$ cat config.mk
export PLATFORM = sky130hd
export DESIGN_NAME = pwm_pair_timer
export DESIGN_NICKNAME = d
export VERILOG_FILES = /design/src/rtl/ppt_pkg.sv /design/src/rtl/ppt_tick_gen.sv /design/src/rtl/ppt_phase_ctr.sv /design/src/rtl/ppt_arm_ctr.sv /design/src/rtl/pwm_pair_timer.sv
export SDC_FILE = /design/constraint.sdc
export NUM_CORES = 1
export LEC_CHECK = 0
export BUFFER_PORTS_ARGS = -buffer_cell sky130_fd_sc_hd__buf_2
export CORE_AREA = 2 2 112 114
export CTS_CLUSTER_DIAMETER = 50
export CTS_CLUSTER_SIZE = 10
export DETAILED_ROUTE_END_ITERATION = 10
export DIE_AREA = 0 0 114 116
export GPL_TIMING_DRIVEN = 0
export PLACE_DENSITY = 0.59
export RECOVER_POWER = 25
export SETUP_SLACK_MARGIN = 0.4
export SLEW_MARGIN = 15
export SYNTH_ARGS = -nofsm -noshare
export SYNTH_HDL_FRONTEND = slang
export SYNTH_SLANG_ARGS = --single-unit
$ cat constraint.sdc
create_clock -name clk -period 2.2 [get_ports clk]
set_input_delay 0.11 -clock clk [delete_from_list [all_inputs] [get_ports clk]]
set_output_delay 0.11 -clock clk [all_outputs]
set_load 0.005 [all_outputs]
$ cat src/rtl/ppt_pkg.sv
package ppt_pkg;
  localparam int ADDR_W   = 2;
  localparam int A_CTRL   = 0;
  localparam int A_HIGH   = 1;
  localparam int A_LOW    = 2;
  localparam int A_ARM    = 3;
  localparam int CB_RUN   = 0;
  localparam int CB_FAST  = 1;
  localparam int CB_DVOFF = 2;
  localparam int CB_HALF  = 3;
  localparam int CB_PRE   = 4;

  typedef enum logic {PH_HIGH = 1'b0, PH_LOW = 1'b1} phase_e;
endpackage

$ cat src/rtl/ppt_tick_gen.sv
module ppt_tick_gen #(
  parameter int PRE_W  = 2,
  parameter int ON_DIV = 10
) (
  input  logic             clk,
  input  logic             rst,
  input  logic             run,
  input  logic             freeze,
  input  logic             src_fast,
  input  logic [PRE_W-1:0] pre_code,
  input  logic             div_off,
  input  logic             tick_slow,
  input  logic             tick_fast,
  output logic             tmr_tick,
  output logic             arm_tick
);
  localparam int PC_W = (1 << PRE_W) - 1;
  localparam int DC_W = $clog2(ON_DIV);

  logic [PC_W-1:0] pc;
  logic [PC_W-1:0] mask;
  logic [DC_W-1:0] dc;
  logic            raw_slow, raw_fast;

  always_comb begin
    raw_slow = tick_slow & run & ~freeze;
    raw_fast = tick_fast & run & ~freeze;
    mask     = (PC_W'(1) << pre_code) - PC_W'(1);
    tmr_tick = src_fast ? (raw_fast && ((pc & mask) == mask)) : raw_slow;
    arm_tick = div_off ? tmr_tick : (tmr_tick && (dc == DC_W'(ON_DIV - 1)));
  end

  always_ff @(posedge clk) begin
    if (rst || !run) begin
      pc <= '0;
      dc <= '0;
    end else begin
      if (src_fast && raw_fast) pc <= pc + PC_W'(1);
      if (tmr_tick) dc <= (dc == DC_W'(ON_DIV - 1)) ? '0 : dc + DC_W'(1);
    end
  end
endmodule

$ cat src/rtl/ppt_phase_ctr.sv
module ppt_phase_ctr
  import ppt_pkg::*;
#(
  parameter int W = 16
) (
  input  logic         clk,
  input  logic         rst,
  input  logic         run,
  input  logic         tick,
  input  logic         half_mode,
  input  logic [W-1:0] reload_high,
  input  logic [W-1:0] reload_low,
  output logic         low_end,
  output logic [W-1:0] cnt,
  output logic         pwm_a,
  output logic         pwm_b
);
  phase_e     ph, ph_n;
  logic [W-1:0] cnt_n;
  logic       half, half_n, pa_n;

  always_comb begin
    ph_n    = ph;
    cnt_n   = cnt;
    half_n  = half;
    low_end = run && tick && (cnt == '0) && (ph == PH_LOW);
    if (!run) begin
      ph_n   = PH_HIGH;
      cnt_n  = reload_high;
      half_n = 1'b1;
    end else if (tick) begin
      if (cnt == '0) begin
        ph_n   = (ph == PH_HIGH) ? PH_LOW : PH_HIGH;
        cnt_n  = (ph == PH_HIGH) ? reload_low : reload_high;
        half_n = 1'b1;
      end else begin
        cnt_n  = cnt - W'(1);
        half_n = ~half;
      end
    end
    pa_n = run && (ph_n == PH_HIGH) && (half_mode ? half_n : 1'b1);
  end

  always_ff @(posedge clk) begin
    if (rst) begin
      ph    <= PH_HIGH;
      cnt   <= '0;
      half  <= 1'b1;
      pwm_a <= 1'b0;
      pwm_b <= 1'b1;
    end else begin
      ph    <= ph_n;
      cnt   <= cnt_n;
      half  <= half_n;
      pwm_a <= pa_n;
      pwm_b <= ~pa_n;
    end
  end
endmodule

$ cat src/rtl/ppt_arm_ctr.sv
module ppt_arm_ctr #(
  parameter int W = 16
) (
  input  logic         clk,
  input  logic         rst,
  input  logic         run,
  input  logic         tick,
  input  logic         fire,
  input  logic [W-1:0] reload,
  output logic         armed,
  output logic [W-1:0] cnt
);
  always_comb armed = (cnt == '0);

  always_ff @(posedge clk) begin
    if (rst)                    cnt <= '0;
    else if (!run || fire)      cnt <= reload;
    else if (tick && !armed)    cnt <= cnt - W'(1);
  end
endmodule

$ cat src/rtl/pwm_pair_timer.sv
module pwm_pair_timer
  import ppt_pkg::*;
#(
  parameter int W      = 16,
  parameter int PRE_W  = 2,
  parameter int ON_DIV = 10
) (
  input  logic              clk,
  input  logic              rst,
  input  logic              wr_en,
  input  logic [ADDR_W-1:0] wr_addr,
  input  logic [W-1:0]      wr_data,
  input  logic              tick_slow,
  input  logic              tick_fast,
  input  logic              freeze,
  output logic              pwm_a,
  output logic              pwm_b,
  output logic              irq
);
  logic             run_bit, src_fast, div_off, half_mode;
  logic [PRE_W-1:0] pre_code;
  logic [W-1:0]     rl_high, rl_low, rl_arm;
  logic             tmr_tick, arm_tick, low_end, armed, fire;
  logic [W-1:0]     t0_cnt, arm_cnt;

  always_ff @(posedge clk) begin
    if (rst) begin
      run_bit   <= 1'b0;
      src_fast  <= 1'b0;
      div_off   <= 1'b0;
      half_mode <= 1'b0;
      pre_code  <= '0;
      rl_high   <= '0;
      rl_low    <= '0;
      rl_arm    <= '0;
    end else if (wr_en) begin
      case (wr_addr)
        ADDR_W'(A_CTRL): begin
          run_bit   <= wr_data[CB_RUN];
          src_fast  <= wr_data[CB_FAST];
          div_off   <= wr_data[CB_DVOFF];
          half_mode <= wr_data[CB_HALF];
          pre_code  <= wr_data[CB_PRE +: PRE_W];
        end
        ADDR_W'(A_HIGH): rl_high <= wr_data;
        ADDR_W'(A_LOW):  rl_low  <= wr_data;
        default:         rl_arm  <= wr_data;
      endcase
    end
  end

  ppt_tick_gen #(.PRE_W(PRE_W), .ON_DIV(ON_DIV)) u_tick (
    .clk(clk), .rst(rst), .run(run_bit), .freeze(freeze), .src_fast(src_fast),
    .pre_code(pre_code), .div_off(div_off), .tick_slow(tick_slow),
    .tick_fast(tick_fast), .tmr_tick(tmr_tick), .arm_tick(arm_tick)
  );

  ppt_phase_ctr #(.W(W)) u_phase (
    .clk(clk), .rst(rst), .run(run_bit), .tick(tmr_tick), .half_mode(half_mode),
    .reload_high(rl_high), .reload_low(rl_low), .low_end(low_end),
    .cnt(t0_cnt), .pwm_a(pwm_a), .pwm_b(pwm_b)
  );

  always_comb fire = low_end && armed;

  ppt_arm_ctr #(.W(W)) u_arm (
    .clk(clk), .rst(rst), .run(run_bit), .tick(arm_tick), .fire(fire),
    .reload(rl_arm), .armed(armed), .cnt(arm_cnt)
  );

  always_ff @(posedge clk) begin
    if (rst) irq <= 1'b0;
    else     irq <= fire;
  end
endmodule

; ---- After elaboration in Yosys (flattened, before gate mapping)
; Cells that the tools add are included.
[op_classes]
n_mux = 17
bitwise_logic = 10
shift = 1
reduce_logical = 23
eq_ne = 5
n_addsub = 5
[op_table]
columns = cell, n
row1 = $mux 16, 6
row2 = $logic_not 16->1, 2
row3 = $sub 16x1->16 const B, 2
row4 = $logic_and 1x1->1, 10
row5 = $mux 1, 10
row6 = $reduce_and 2->1, 4
row7 = $not 1->1, 5
row8 = $add 4x1->4 const B, 1
row9 = $and 1x1->1, 4
row10 = $eq 4x4->1 const B, 1
row11 = $mux 4, 1
row12 = $add 3x1->3 const B, 1
row13 = $and 3x3->3, 1
row14 = $eq 3x3->1, 1
row15 = $reduce_or 3->1, 1
row16 = $shl 1x2->3 const A, 1
row17 = $sub 3x2->3 const B, 1
row18 = $eq 2x1->1 const B, 1
row19 = $eq 2x2->1 const B, 1
row20 = $logic_not 1->1, 2
row21 = $logic_not 2->1, 1
row22 = $logic_or 1x1->1, 2
row23 = $ne 2x1->1 const B, 1
row24 = $reduce_bool 2->1, 1
[word_totals]
wordCells = 78
output_inout_bits = 3
register_bits = 98
in_bits = 24

; ---- Depth between registers and ports, before layout
; Gate-level depths: netlist (run 1).
[logic_depth]
word_depth = 12
mapped_depth = 9
mapped_depth_nobuf = 8

; ---- By module
; From an unflattened synthesis (run 1), not the netlist that was laid out.
[hier_totals]
cells_unflattened = 575
area_unflattened_um2 = 5181.2
[by_module_without_submodules]
columns = mod, seq_area_each_um2, cells_per_inst, n_inst, area_each_um2
row1 = pwm_pair_timer, 1101.1, 200, 1, 2208.4
row2 = ppt_phase_ctr, 400.4, 208, 1, 1542.7
row3 = ppt_arm_ctr, 320.3, 114, 1, 959.7
row4 = ppt_tick_gen, 140.1, 53, 1, 470.5

; ---- Worst setup path after synthesis (run 1)
; OpenSTA, ideal clock, no wires.
[synth_timing]
path_kind = register to register
startpoint = register u_phase.cnt[0]
endpoint = register u_phase.cnt[0]
setup_time_ns = 0.115
required_time_ns = 2.085
n_path_buf = 0
stages_incl_launch_ff = 9
period_less_slack_ns = 2.141
slack_ns = 0.059
arrival_time_ns = 2.026
cell_sequence = dfxtp_1 > inv_1 > ha_1 > or4b_4 > nor4b_4 > nand2_4 > a211oi_1 > a211oi_1 > o21a_1
[synth_between]
elab_chain_cells = 4
word_cells_on_any_way = 5
classes_between = add/sub (1) / mux (3) / reduce/logical (1)
[synth_lines]
columns = item, line
row1 = from (decl), ppt_phase_ctr.sv:14  ; output logic [W-1:0] cnt,
row2 = from (signal assigned), ppt_phase_ctr.sv:53  ; cnt <= cnt_n;
row3 = $sub 16x1->16 or $logic_not 16->1 (tied branches), "ppt_phase_ctr.sv:37, ppt_phase_ctr.sv:32"
row4 = $mux 16 (*), ppt_phase_ctr.sv:32  ; if (cnt == '0) begin
row5 = $mux 16 (*), ppt_phase_ctr.sv:31  ; end else if (tick) begin
row6 = $mux 16 (*), ppt_phase_ctr.sv:27  ; if (!run) begin
; Mark *: on every way between the ends. The rest lies on a longest branch, timed or not. The select of a mux whose other input is x is not followed.
; A chain may end at the register's enable or synchronous reset.

; ---- Final worst setup path (run 1)
[layout_timing]
startpoint = register u_phase.cnt[0]
endpoint = register u_phase.cnt[12]
; Same word-level chain as after synthesis.

==> metrics.md, run 1 <==
| Metric | Value |
|---|---|
| CTS Buf Count | `9` |
| GRT Total Usage | `0.229` |
| DIE AREA | `13200 um2` |
| Share of layout cells above drive strength 1 | `0.281` |
| Ant. Diodes | `0` |
| Placed Area | `around 5000 um2` |
| Top delay family on crit path | `simple AND/OR/NAND/NOR gates` |
| Flop-to-flop setup slack | `between 0.02 and 0.025 ns` |
| Cell Chain, Critical Path | `inv_2, ha_4, or4b_4, nor4b_4, buf_4, xor2_1, a222oi_1, nor2_1` |
| RSZ-0062 raised after global routing | `yes` |
| Worst-Skew Late Latency | `0.35 ns` |
| PwrDens | `674 nW/um2` |
| Most used flip-flop cell after synthesis | `dfxtp_1` |
| Startpoint types | `register` |
| CP Max Fanout | `4` |
| TritonRoute pass-1 iters | `5` |
| H-tree levels | `3` |
| Vias in the first global route | `around 4300` |
| Clock buffer depth | `2` |
| Worst Setup SP | `u_phase.cnt[0]` |
| Min Clock Period, post-route | `around 2.2 ns` |
| Post-DP HPWL | `roughly 9700 um` |
| FP Rows | `40` |
| Hold Fails Final Rpt | `0` |
| Status | `complete, no violations` |
| Netlist Area Pre-Place | `about 4700 um2` |
| GRT overflow | `0` |
| Final setup viols | `0` |
| EDFF count, synth | `0` |
| R2R cell count | `8` |
| Final Max Slew Viols | `0` |
| Design Area, Final | `roughly 6300 um2` |
| Worst Path Arrival | `2.39 ns` |
| Worst Path Buf+Inv | `2` |
| # DRC | `0` |
| Total Nets Final | `a little under 700` |
| RR Startpoint | `u_phase.cnt[0]` |
| DR vias | `4482` |
| Post-synthesis cell count | `about 570` |
| CTS tree | `done` |
| Commonest cells after routing, fill and taps aside | `nand2_1, dfxtp_1, a21oi_1, nor2_1, buf_4` |
| IO Port Bufs | `24` |
| Layout Skew | `about 0.0076 ns` |
| Worst Hold Class | `input pin to register` |
| Sequential share of the synthesized area | `0.413` |
| Max Cap Viol | `0` |
| Initial Util | `0.398` |
| Top achievable clock speed | `459 MHz` |
| Worst Hold Path Cells | `3` |
| Pwr Total | `4240 uW` |
| Crit Path Category | `register to register` |
| Largest net degree at the start of global routing | `15` |
| Clk pin slew, worst setup/hold paths | `around 0.060 ns` |
| Utilization after layout | `0.528` |
| Worst Hold Path EP | `rl_low[11]` |
| Avg Cell Area, Syn | `8.31 um2` |
| Chip height | `116 um` |
| Core Footprint | `about 12000 um2` |
| Initial drt markers | `~360` |
| Total negative slack | `0 ns` |
| LEAKAGE | `0.00226 uW` |
| Initial antenna violation count | `0` |
| Min-delay src | `wr_data[11]` |
| Synth cell types | `71` |
| CP required | `between 2 and 2.5 ns` |
| Critical path capture point type | `register` |
| CTS Hold Bufs | `0` |
| Slowest CP cell | `or4b_4` |
| Most common cell after layout, fill and taps aside | `nand2_1` |
| DRT Wirelength | `between 15000 and 20000 um` |
| Syn Nets | `598` |
| Final worst path period share | `0.990` |
| Routability cong. | `between 0.8 and 0.9` |
| Async S/R FF share, synth | `0` |
| CTS root buf | `clkbuf_16` |
| CP max stage delay | `0.52 ns` |
| Drt via density | `around 5.6` |
| Chip width | `114 um` |
| Cell taking the most area after synthesis | `dfxtp_1` |
| Synth area leaders | `dfxtp_1, nand2_1, a21oi_1` |
| Syn-to-layout area delta | `32.6%` |
| Share of the synthesized area in the top cell type | `0.413` |
| Wire per inst | `19.0 um` |
| I/O pin count | `27` |
| First-pass GRT wire length | `around 23000 um` |
| Slew @ Worst Pin | `approximately 0.85 ns` |
| Slew HR | `0.436` |
| Synth Register Bits | `a little under 100` |
| Maximum vdd drop | `about 0.00048 V` |
| Antenna-violating nets left | `0` |
| Yosys warning total | `0` |
| Critical R2R Capture | `u_phase.cnt[12]` |
| TritonCTS Sinks | `just under 100` |
-- tightest hold or removal path, stage by stage --
cell	delay, ns
buf_2	0.12
nand2_1	0.05
a21oi_1	0.05
-- state kept, by name, indices dropped and copies added, names as in the netlist, 2 cells and up --
signal       cells
u_tick.pc        3
u_tick.dc        4
rl_low          16
rl_arm          16
rl_high         16
u_arm.cnt       16
u_phase.cnt     16
pre_code         2
-- how the worst max path moves through the flow --
| stage | to | slack, ns | depth (start not counted) |
|---|---|---|---|
| final | u_phase.cnt[12] | 0.02 | 8 |
| after global routing | u_phase.cnt[12] | -0.07 | 8 |
| after CTS | u_phase.cnt[12] | 0.12 | 8 |
| after detailed placement | u_phase.half | -0.19 | 7 |
| after global placement | u_phase.cnt[4] | -0.1 | 6 |
| after floorplan | u_arm.cnt[1] | 0.19 | 6 |
-- Yosys cell counts (3+ instances only) --
master,count
nand4b_1,3
and3_1,4
xnor2_1,19
a31oi_1,4
dfxtp_1,98
a211oi_2,3
mux2i_1,18
clkbuf_1,18
buf_6,4
nor2b_1,5
a221o_1,3
nand2_1,126
nor4_1,6
or2_2,3
nand3_1,13
or3_1,3
ha_1,3
a211oi_1,8
a22oi_1,6
buf_2,4
o211ai_1,4
nor3b_1,4
xor2_1,7
a21oi_1,68
nor3_1,10
nor2_2,3
inv_1,7
nor2_1,40
o21ai_0,13
buf_1,6
a221oi_1,4
-- cell type report --
| cell class | instances | area (um2) |
|---|---|---|
| Timing Repair Buffer | 69 | 584 |
| Tap cell | 147 | 184 |
| Buffer | 33 | 233 |
| Multi-Input combinational cell | 432 | 2980 |
| Inverter | 8 | 32.5 |
| Sequential cell | 98 | 1980 |
| Clock buffer | 12 | 236 |
| Clock inverter | 3 | 65.1 |
| Fill cell | 1079 | 5620 |
-- logic make-up after synthesis --
kind of cell / synth area share
mux: 0.0427
buf+inv: 0.0406
xor+xnor: 0.0480
flops: 0.413
fa+ha+maj: 0.00791
simple gates: 0.254
compound gates: 0.193
-- per-layer routing --
layer	vias up	track usage	part of all wire
met3	32	0.0492	0.045
met4	0	0.0829	0.026
met2	102	0.387	0.49
li1	2173	-	-
met5	-	0	0
met1	2175	0.290	0.44
-- through the flow --
stage	setup slack [ns]	std cells	hold WS [ns]
final	0.0217	802	0.0343
after global routing	-0.0695	802	0.0316
after CTS	0.123	789	0.0257
after detailed placement	-0.194	742	0.395
after global placement	-0.0977	742	0.389
after floorplan	0.191	571	0.246
-- power breakdown --
part | internal [uW] | switching (uW)
clock | 990 | 666
combinational | 311 | 402
sequential | 1820 | 47.7
total | 3120 | 1120
-- timing repair --
| item | in CTS | in global routing |
|---|---|---|
| resized for setup | 69 | 34 |
| setup buffers | 27 | 12 |
| pin swaps | 22 | 24 |
| endpoints found under the hold margin | 0 | 0 |
| cloned | 5 | 1 |
| endpoints found under the setup margin | 42 | 42 |
(Power assumes the default switching activity.)
==> run 2, diff against run 1 <==
--- a/config.mk
+++ b/config.mk
@@ -6,11 +6,11 @@
 export NUM_CORES = 1
 export LEC_CHECK = 0
 export BUFFER_PORTS_ARGS = -buffer_cell sky130_fd_sc_hd__buf_2
-export CORE_AREA = 2 2 112 114
+export CORE_AREA = 8 8 118 120
 export CTS_CLUSTER_DIAMETER = 50
 export CTS_CLUSTER_SIZE = 10
 export DETAILED_ROUTE_END_ITERATION = 10
-export DIE_AREA = 0 0 114 116
+export DIE_AREA = 0 0 126 128
 export GPL_TIMING_DRIVEN = 0
 export PLACE_DENSITY = 0.59
 export RECOVER_POWER = 25
==> metrics.md, run 2 (synthesized netlist as in run 1, its figures left out) <==
| Metric | Value |
|---|---|
| First-pass GRT wire length | `23400 um (+1.0%)` |
| Top achievable clock speed | `450 MHz (-2.0%)` |
| # DRC | `0 (unchanged)` |
| Max Cap Viol | `0 (unchanged)` |
| Total negative slack | `-0.0857 ns (-0.0857 ns)` |
| Wire per inst | `18.8 um (-0.98%)` |
| GRT Total Usage | `0.186 (-0.0434)` |
| Drt via density | `5.64 (+0.99%)` |
| Final setup viols | `8 (+8)` |
| DR vias | `4515 (+0.74%)` |
| FP Rows | `41 (+2.5%)` |
| Worst-Skew Late Latency | `0.36 ns (about the same)` |
| Critical Path End | `u_arm.cnt[15]` |
| Initial antenna violation count | `0 (unchanged)` |
| Layout Skew | `0.00978 ns (+0.00219 ns)` |
| Routability cong. | `0.856 (-1.0%)` |
| Vias in the first global route | `4483 (+3.7%)` |
| CTS Buf Count | `9 (unchanged)` |
| Non-filler cells, final | `800 (-0.25%)` |
| Most common cell after layout, fill and taps aside | `nand2_1` |
| Status | `finished, violations left` |
| CTS root buf | `clkbuf_16` |
| Initial drt markers | `394 (+10%)` |
| H-tree levels | `3 (unchanged)` |
| Clock buffer depth | `2 (unchanged)` |
| Total Nets Final | `673 (-0.74%)` |
| Chip height | `128 um (+10%)` |
| IO Port Bufs | `24 (unchanged)` |
| Largest net degree at the start of global routing | `15 (unchanged)` |
| Ant. Diodes | `0 (unchanged)` |
| Post-DP HPWL | `9940 um (+2.2%)` |
| Setup WS post-layout | `-0.0230 ns (-0.0447 ns)` |
| Chip width | `126 um (+11%)` |
| Worst Path Arrival | `2.47 ns (+0.08 ns)` |
| CP required | `2.44 ns (+0.03 ns)` |
| Clk pin slew, worst setup/hold paths | `0.07 ns (about the same)` |
| CTS tree | `done` |
| RSZ-0062 raised after global routing | `yes` |
| Slew HR | `0.416 (-0.0201)` |
| Core Footprint | `12200 um2 (+2.5%)` |
| Antenna-violating nets left | `0 (unchanged)` |
| PwrDens | `678 nW/um2 (+0.62%)` |
| Hold Slack | `0.0194 ns (-0.0149 ns)` |
| Syn-to-layout area delta | `32.8%` |
| RR Startpoint | `u_phase.cnt[8]` |
| Startpoint types | `register` |
| Critical path capture point type | `register` |
| I/O pin count | `27 (unchanged)` |
| Final Max Slew Viols | `0 (unchanged)` |
| Pre-CTS setup slack | `-0.139 ns (+0.0544 ns)` |
| Maximum vdd drop | `0.000450 V (-5.9%)` |
| DRT Wirelength | `15000 um (-1.2%)` |
| LEAKAGE | `0.00227 uW (+0.44%)` |
| DIE AREA | `16100 um2 (+22%)` |
| Min Clock Period, post-route | `2.22 ns (+0.0447 ns)` |
| Crit Path Category | `register to register` |
| Worst Setup SP | `u_phase.cnt[8]` |
| Final worst path period share | `1.01 (+0.0203)` |
| R2R cell count | `7 (-1)` |
| CTS Hold Bufs | `0 (unchanged)` |
| Slew @ Worst Pin | `0.876 ns (+0.0302 ns)` |
| Placed cells | `745 (+0.40%)` |
| Critical R2R Capture | `u_arm.cnt[15]` |
| Hold Fails Final Rpt | `0 (unchanged)` |
| Utilization after layout | `0.516 (-0.0121)` |
| Worst Hold Class | `input pin to register` |
| GRT overflow | `0 (unchanged)` |
| TritonRoute pass-1 iters | `5 (unchanged)` |
| CP Max Fanout | `3 (-1)` |
| Failing checks | `setup timing` |
| Flop-to-flop setup slack | `-0.02 ns (-0.04 ns)` |
| Commonest cells after routing, fill and taps aside | `nand2_1, dfxtp_1, a21oi_1, nor2_1, buf_2` |
| Initial Util | `0.389 (-0.00972)` |
| Share of layout cells above drive strength 1 | `0.274 (-0.00707)` |
| TritonCTS Sinks | `98 (unchanged)` |
[run 2: cell count changes in the layout (fill, tap and decap cells not counted), moves of 3 or more]
cell / before / now
buf_6: 13 / 19
buf_4: 29 / 18
dfxtp_2: 6 / 3
buf_2: 26 / 23
[run 2: report_power, final]
group          switching [uW]  leakage (uW)  internal (uW)
sequential               48.3      0.000798           1820
combinational             390       0.00131            284
clock                     675      0.000156           1050
[run 2: layer usage]
metal	share of wire	up-vias	routed length, um	global-route usage
met4	0.023	0	345	0.0800
met3	0.041	27	621	0.0399
li1	-	2158	-	-
met2	0.51	112	7640	0.321
met5	0	-	0	0
met1	0.43	2218	6430	0.218
[run 2: critical path: stages (launching register included)]
cell     delay, ns
dfxtp_2       0.34
or4_4         0.59
nor4_4        0.25
nand4_2       0.19
buf_6         0.16
a21oi_4       0.20
nor2_4        0.08
a221o_1       0.30
[run 2: worst min path at each step]
stage	startpoint	to	slack, ns	depth (start not counted)
global placement	wr_data[11]	rl_low[11]	0.39	3
CTS	wr_data[11]	rl_low[11]	0.01	3
detailed placement	wr_data[11]	rl_low[11]	0.39	3
finish	wr_data[11]	rl_low[11]	0.02	3
floorplan	wr_data[1]	rl_arm[1]	0.25	2
global route	wr_data[11]	rl_high[11]	0.02	3
[run 2: timing repair]
item / in CTS / in global routing
pin swaps: 14 / 18
gates cloned: 3 / 1
endpoints found under the setup margin: 41 / 42
resized for setup: 54 / 54
setup buffers: 26 / 10
[run 2: area by class of cell]
class                           count  area [um2]
Clock inverter                      2        60.1
Inverter                            8        32.5
Sequential cell                    98        1980
Clock buffer                       13         260
Buffer                             33         223
Tap cell                          150         188
Multi-Input combinational cell    432        3000
Timing Repair Buffer               64         559
Fill cell                        1152        5910
[run 2: through the flow]
| stage | area, um2 | power [uW] |
|---|---|---|
| finish | 6300 | 4270 |
| global route | 6300 | 4430 |
| CTS | 5960 | 4230 |
| detailed placement | 5150 | 2430 |
| global placement | 5150 | 2420 |
| floorplan | 4840 | 2270 |
==> run 3, diff against run 2 <==
--- a/config.mk
+++ b/config.mk
@@ -6,13 +6,15 @@
 export NUM_CORES = 1
 export LEC_CHECK = 0
 export BUFFER_PORTS_ARGS = -buffer_cell sky130_fd_sc_hd__buf_2
+export CELL_PAD_IN_SITES_DETAIL_PLACEMENT = 0
+export CELL_PAD_IN_SITES_GLOBAL_PLACEMENT = 1
 export CORE_AREA = 8 8 118 120
 export CTS_CLUSTER_DIAMETER = 50
 export CTS_CLUSTER_SIZE = 10
 export DETAILED_ROUTE_END_ITERATION = 10
 export DIE_AREA = 0 0 126 128
 export GPL_TIMING_DRIVEN = 0
-export PLACE_DENSITY = 0.59
+export PLACE_DENSITY = 0.73
 export RECOVER_POWER = 25
 export SETUP_SLACK_MARGIN = 0.4
 export SLEW_MARGIN = 15
==> metrics.md, run 3 (synthesized netlist as in run 1, its figures left out) <==
| Metric | Value |
|---|---|
| Worst Hold Class | `input pin to register` |
| Slew @ Worst Pin | `0.787 ns (-0.0884 ns)` |
| Drt via density | `5.56 (-1.5%)` |
| TritonRoute pass-1 iters | `5 (unchanged)` |
| Initial drt markers | `361 (-8.4%)` |
| Wire per inst | `18.6 um (-0.87%)` |
| Metal2 WL | `7320 um (-4.2%)` |
| Critical path capture point type | `register` |
| Gate power share | `0.160 (+0.002)` |
| Final setup viols | `0 (-8)` |
| First-pass GRT wire length | `24000 um (+2.5%)` |
| LEAKAGE | `0.00230 uW (+1.8%)` |
| Share of layout cells above drive strength 1 | `0.291 (+0.0169)` |
| CP max stage delay | `0.55 ns (-0.04 ns)` |
| Core Footprint | `12200 um2 (unchanged)` |
| Chip width | `126 um (unchanged)` |
| Ant. Diodes | `0 (unchanged)` |
| Hold Slack | `0.0235 ns (+0.00410 ns)` |
| CTS Buf Count | `9 (unchanged)` |
| Flop-to-flop setup slack | `0.05 ns (+0.07 ns)` |
| Maximum vdd drop | `0.000431 V (-4.1%)` |
| # fillers | `1148 (-0.35%)` |
| CTS root buf | `clkbuf_16` |
| Sw Share | `0.262 (+0.00130)` |
| Initial Util | `0.389 (unchanged)` |
| Top achievable clock speed | `464 MHz (+3.2%)` |
| Post-DP HPWL | `10000 um (+0.58%)` |
| Max Cap Viol | `0 (unchanged)` |
| RSZ-0062 raised after global routing | `yes` |
| Syn-to-layout area delta | `33.5%` |
| Non-filler cells, final | `807 (+0.88%)` |
| Sequential share of power | `0.418 (-0.020)` |
| Status | `complete, no violations` |
| Chip height | `128 um (unchanged)` |
| Clk pin slew, worst setup/hold paths | `0.07 ns (about the same)` |
| DR vias | `4485 (-0.66%)` |
| Total Nets Final | `679 (+0.89%)` |
| Placed cells | `745 (unchanged)` |
| # DRC | `0 (unchanged)` |
| M1 WL | `6580 um (+2.3%)` |
| GRT overflow | `0 (unchanged)` |
| Slowest CP cell | `or4_4` |
| NetSw | `1170 uW (+5.3%)` |
| IO Port Bufs | `24 (unchanged)` |
| Vias in the first global route | `4477 (-0.13%)` |
| Largest net degree at the start of global routing | `16 (+1)` |
| Worst-Skew Late Latency | `0.36 ns (about the same)` |
| CP Max Fanout | `3 (unchanged)` |
| I/O pin count | `27 (unchanged)` |
| Clock buffer depth | `2 (unchanged)` |
| GRT Total Usage | `0.191 (+0.00542)` |
| CTS Hold Bufs | `0 (unchanged)` |
| TritonCTS Sinks | `98 (unchanged)` |
| Final Max Slew Viols | `0 (unchanged)` |
| Layout Skew | `0.00709 ns (-0.00269 ns)` |
| CP required | `2.45 ns (about the same)` |
| Final worst path period share | `0.979 (-0.0310)` |
| Clock Power Share | `0.422 (+0.018)` |
| FP Rows | `41 (unchanged)` |
| DRT Wirelength | `15000 um (unchanged)` |
| Min Clock Period, post-route | `2.15 ns (-0.0682 ns)` |
| Internal power | `3300 uW (+4.6%)` |
| CTS tree | `done` |
| Slew HR | `0.475 (+0.0589)` |
| Routability cong. | `0.837 (-2.2%)` |
| Cell Chain, Critical Path | `or4_4, nor4_4, nand4_2, buf_6, a21oi_4, nor2_2, a221o_1` |
| Most common cell after layout, fill and taps aside | `nand2_1` |
| Startpoint types | `register` |
| Uppermost layer routed | `met5` |
| DIE AREA | `16100 um2 (unchanged)` |
| Hold Fails Final Rpt | `0 (unchanged)` |
| Commonest cells after routing, fill and taps aside | `nand2_1, dfxtp_1, a21oi_1, nor2_1, buf_4` |
| PwrDens | `706 nW/um2 (+4.2%)` |
| Antenna-violating nets left | `0 (unchanged)` |
| H-tree levels | `3 (unchanged)` |
| Crit Path Category | `register to register` |
| Met3 routed wirelength | `693 um (+12%)` |
| Initial antenna violation count | `1 (+1)` |
| Worst Path Arrival | `2.40 ns (-0.07 ns)` |
## run 3: cell types whose count changed in the layout (fill, tap and decap cells not counted), sizes merged
cell	previous run	this run
clkinv	0	2
clkbuf	37	33
bufinv	2	3
buf	73	81
## run 3: layout make-up
| type | count | area, um2 | area share |
|---|---|---|---|
| Multi-Input combinational cell | 432 | 3000 | 0.473 |
| Sequential cell | 98 | 1970 | 0.312 |
| Timing Repair Buffer | 70 | 566 | 0.0892 |
| Clock buffer | 11 | 253 | 0.0399 |
| Buffer | 33 | 226 | 0.0357 |
| Tap cell | 150 | 188 | 0.0296 |
| Clock inverter | 5 | 100 | 0.0158 |
| Inverter | 8 | 35.0 | 0.00553 |
## run 3: metal layers
layer,vias to the layer above,track usage
met3,36,0.0358
met1,2168,0.228
met4,2,0.104
met2,105,0.320
li1,2174,-
met5,-,0
## run 3: power by group through the flow
stage / Combinational [uW] / Clock (uW) / Sequential, uW
final: 715 / 1890 / 1870
after global routing: 771 / 1980 / 1880
after CTS: 625 / 1910 / 1870
after detailed placement: 527 / 0 / 1910
after global placement: 521 / 0 / 1910
after floorplan: 377 / 0 / 1900
## run 3: stage by stage
| step | TNS (ns) | util | setup slack, ns | power [uW] | cell area, um2 |
|---|---|---|---|---|---|
| detailed placement | -1.94 | 0.422 | -0.182 | 2430 | 5150 |
| CTS | 0 | 0.493 | 0.0804 | 4400 | 6010 |
| global placement | -1.43 | 0.422 | -0.155 | 2430 | 5150 |
| floorplan | 0 | - | 0.191 | 2270 | 4840 |
| global route | -0.0215 | 0.519 | -0.0121 | 4630 | 6340 |
| finish | 0 | 0.519 | 0.0452 | 4470 | 6340 |
## run 3: timing repair
| item | 4_1_cts | 5_1_grt |
|---|---|---|
| buffers inserted | 31 | 11 |
| pin swaps | 22 | 29 |
| resized for setup | 60 | 53 |
| gates cloned | 4 | 0 |
| setup endpoints to repair | 41 | 42 |
## run 3: worst paths after layout
path	start	to	depth (start not counted)
max	u_phase.cnt[6]	u_arm.cnt[15]	7
min	wr_data[11]	rl_arm[11]	3
max reg2reg	u_phase.cnt[6]	u_arm.cnt[15]	7
min reg2reg	rl_low[7]	rl_low[7]	2
## run 3: critical path: cells and delay by family (launching register included)
family,cells,cell delay (ns)
compound gates,2,0.46
buf+inv,1,0.15
flops,1,0.35
simple gates,4,1.09
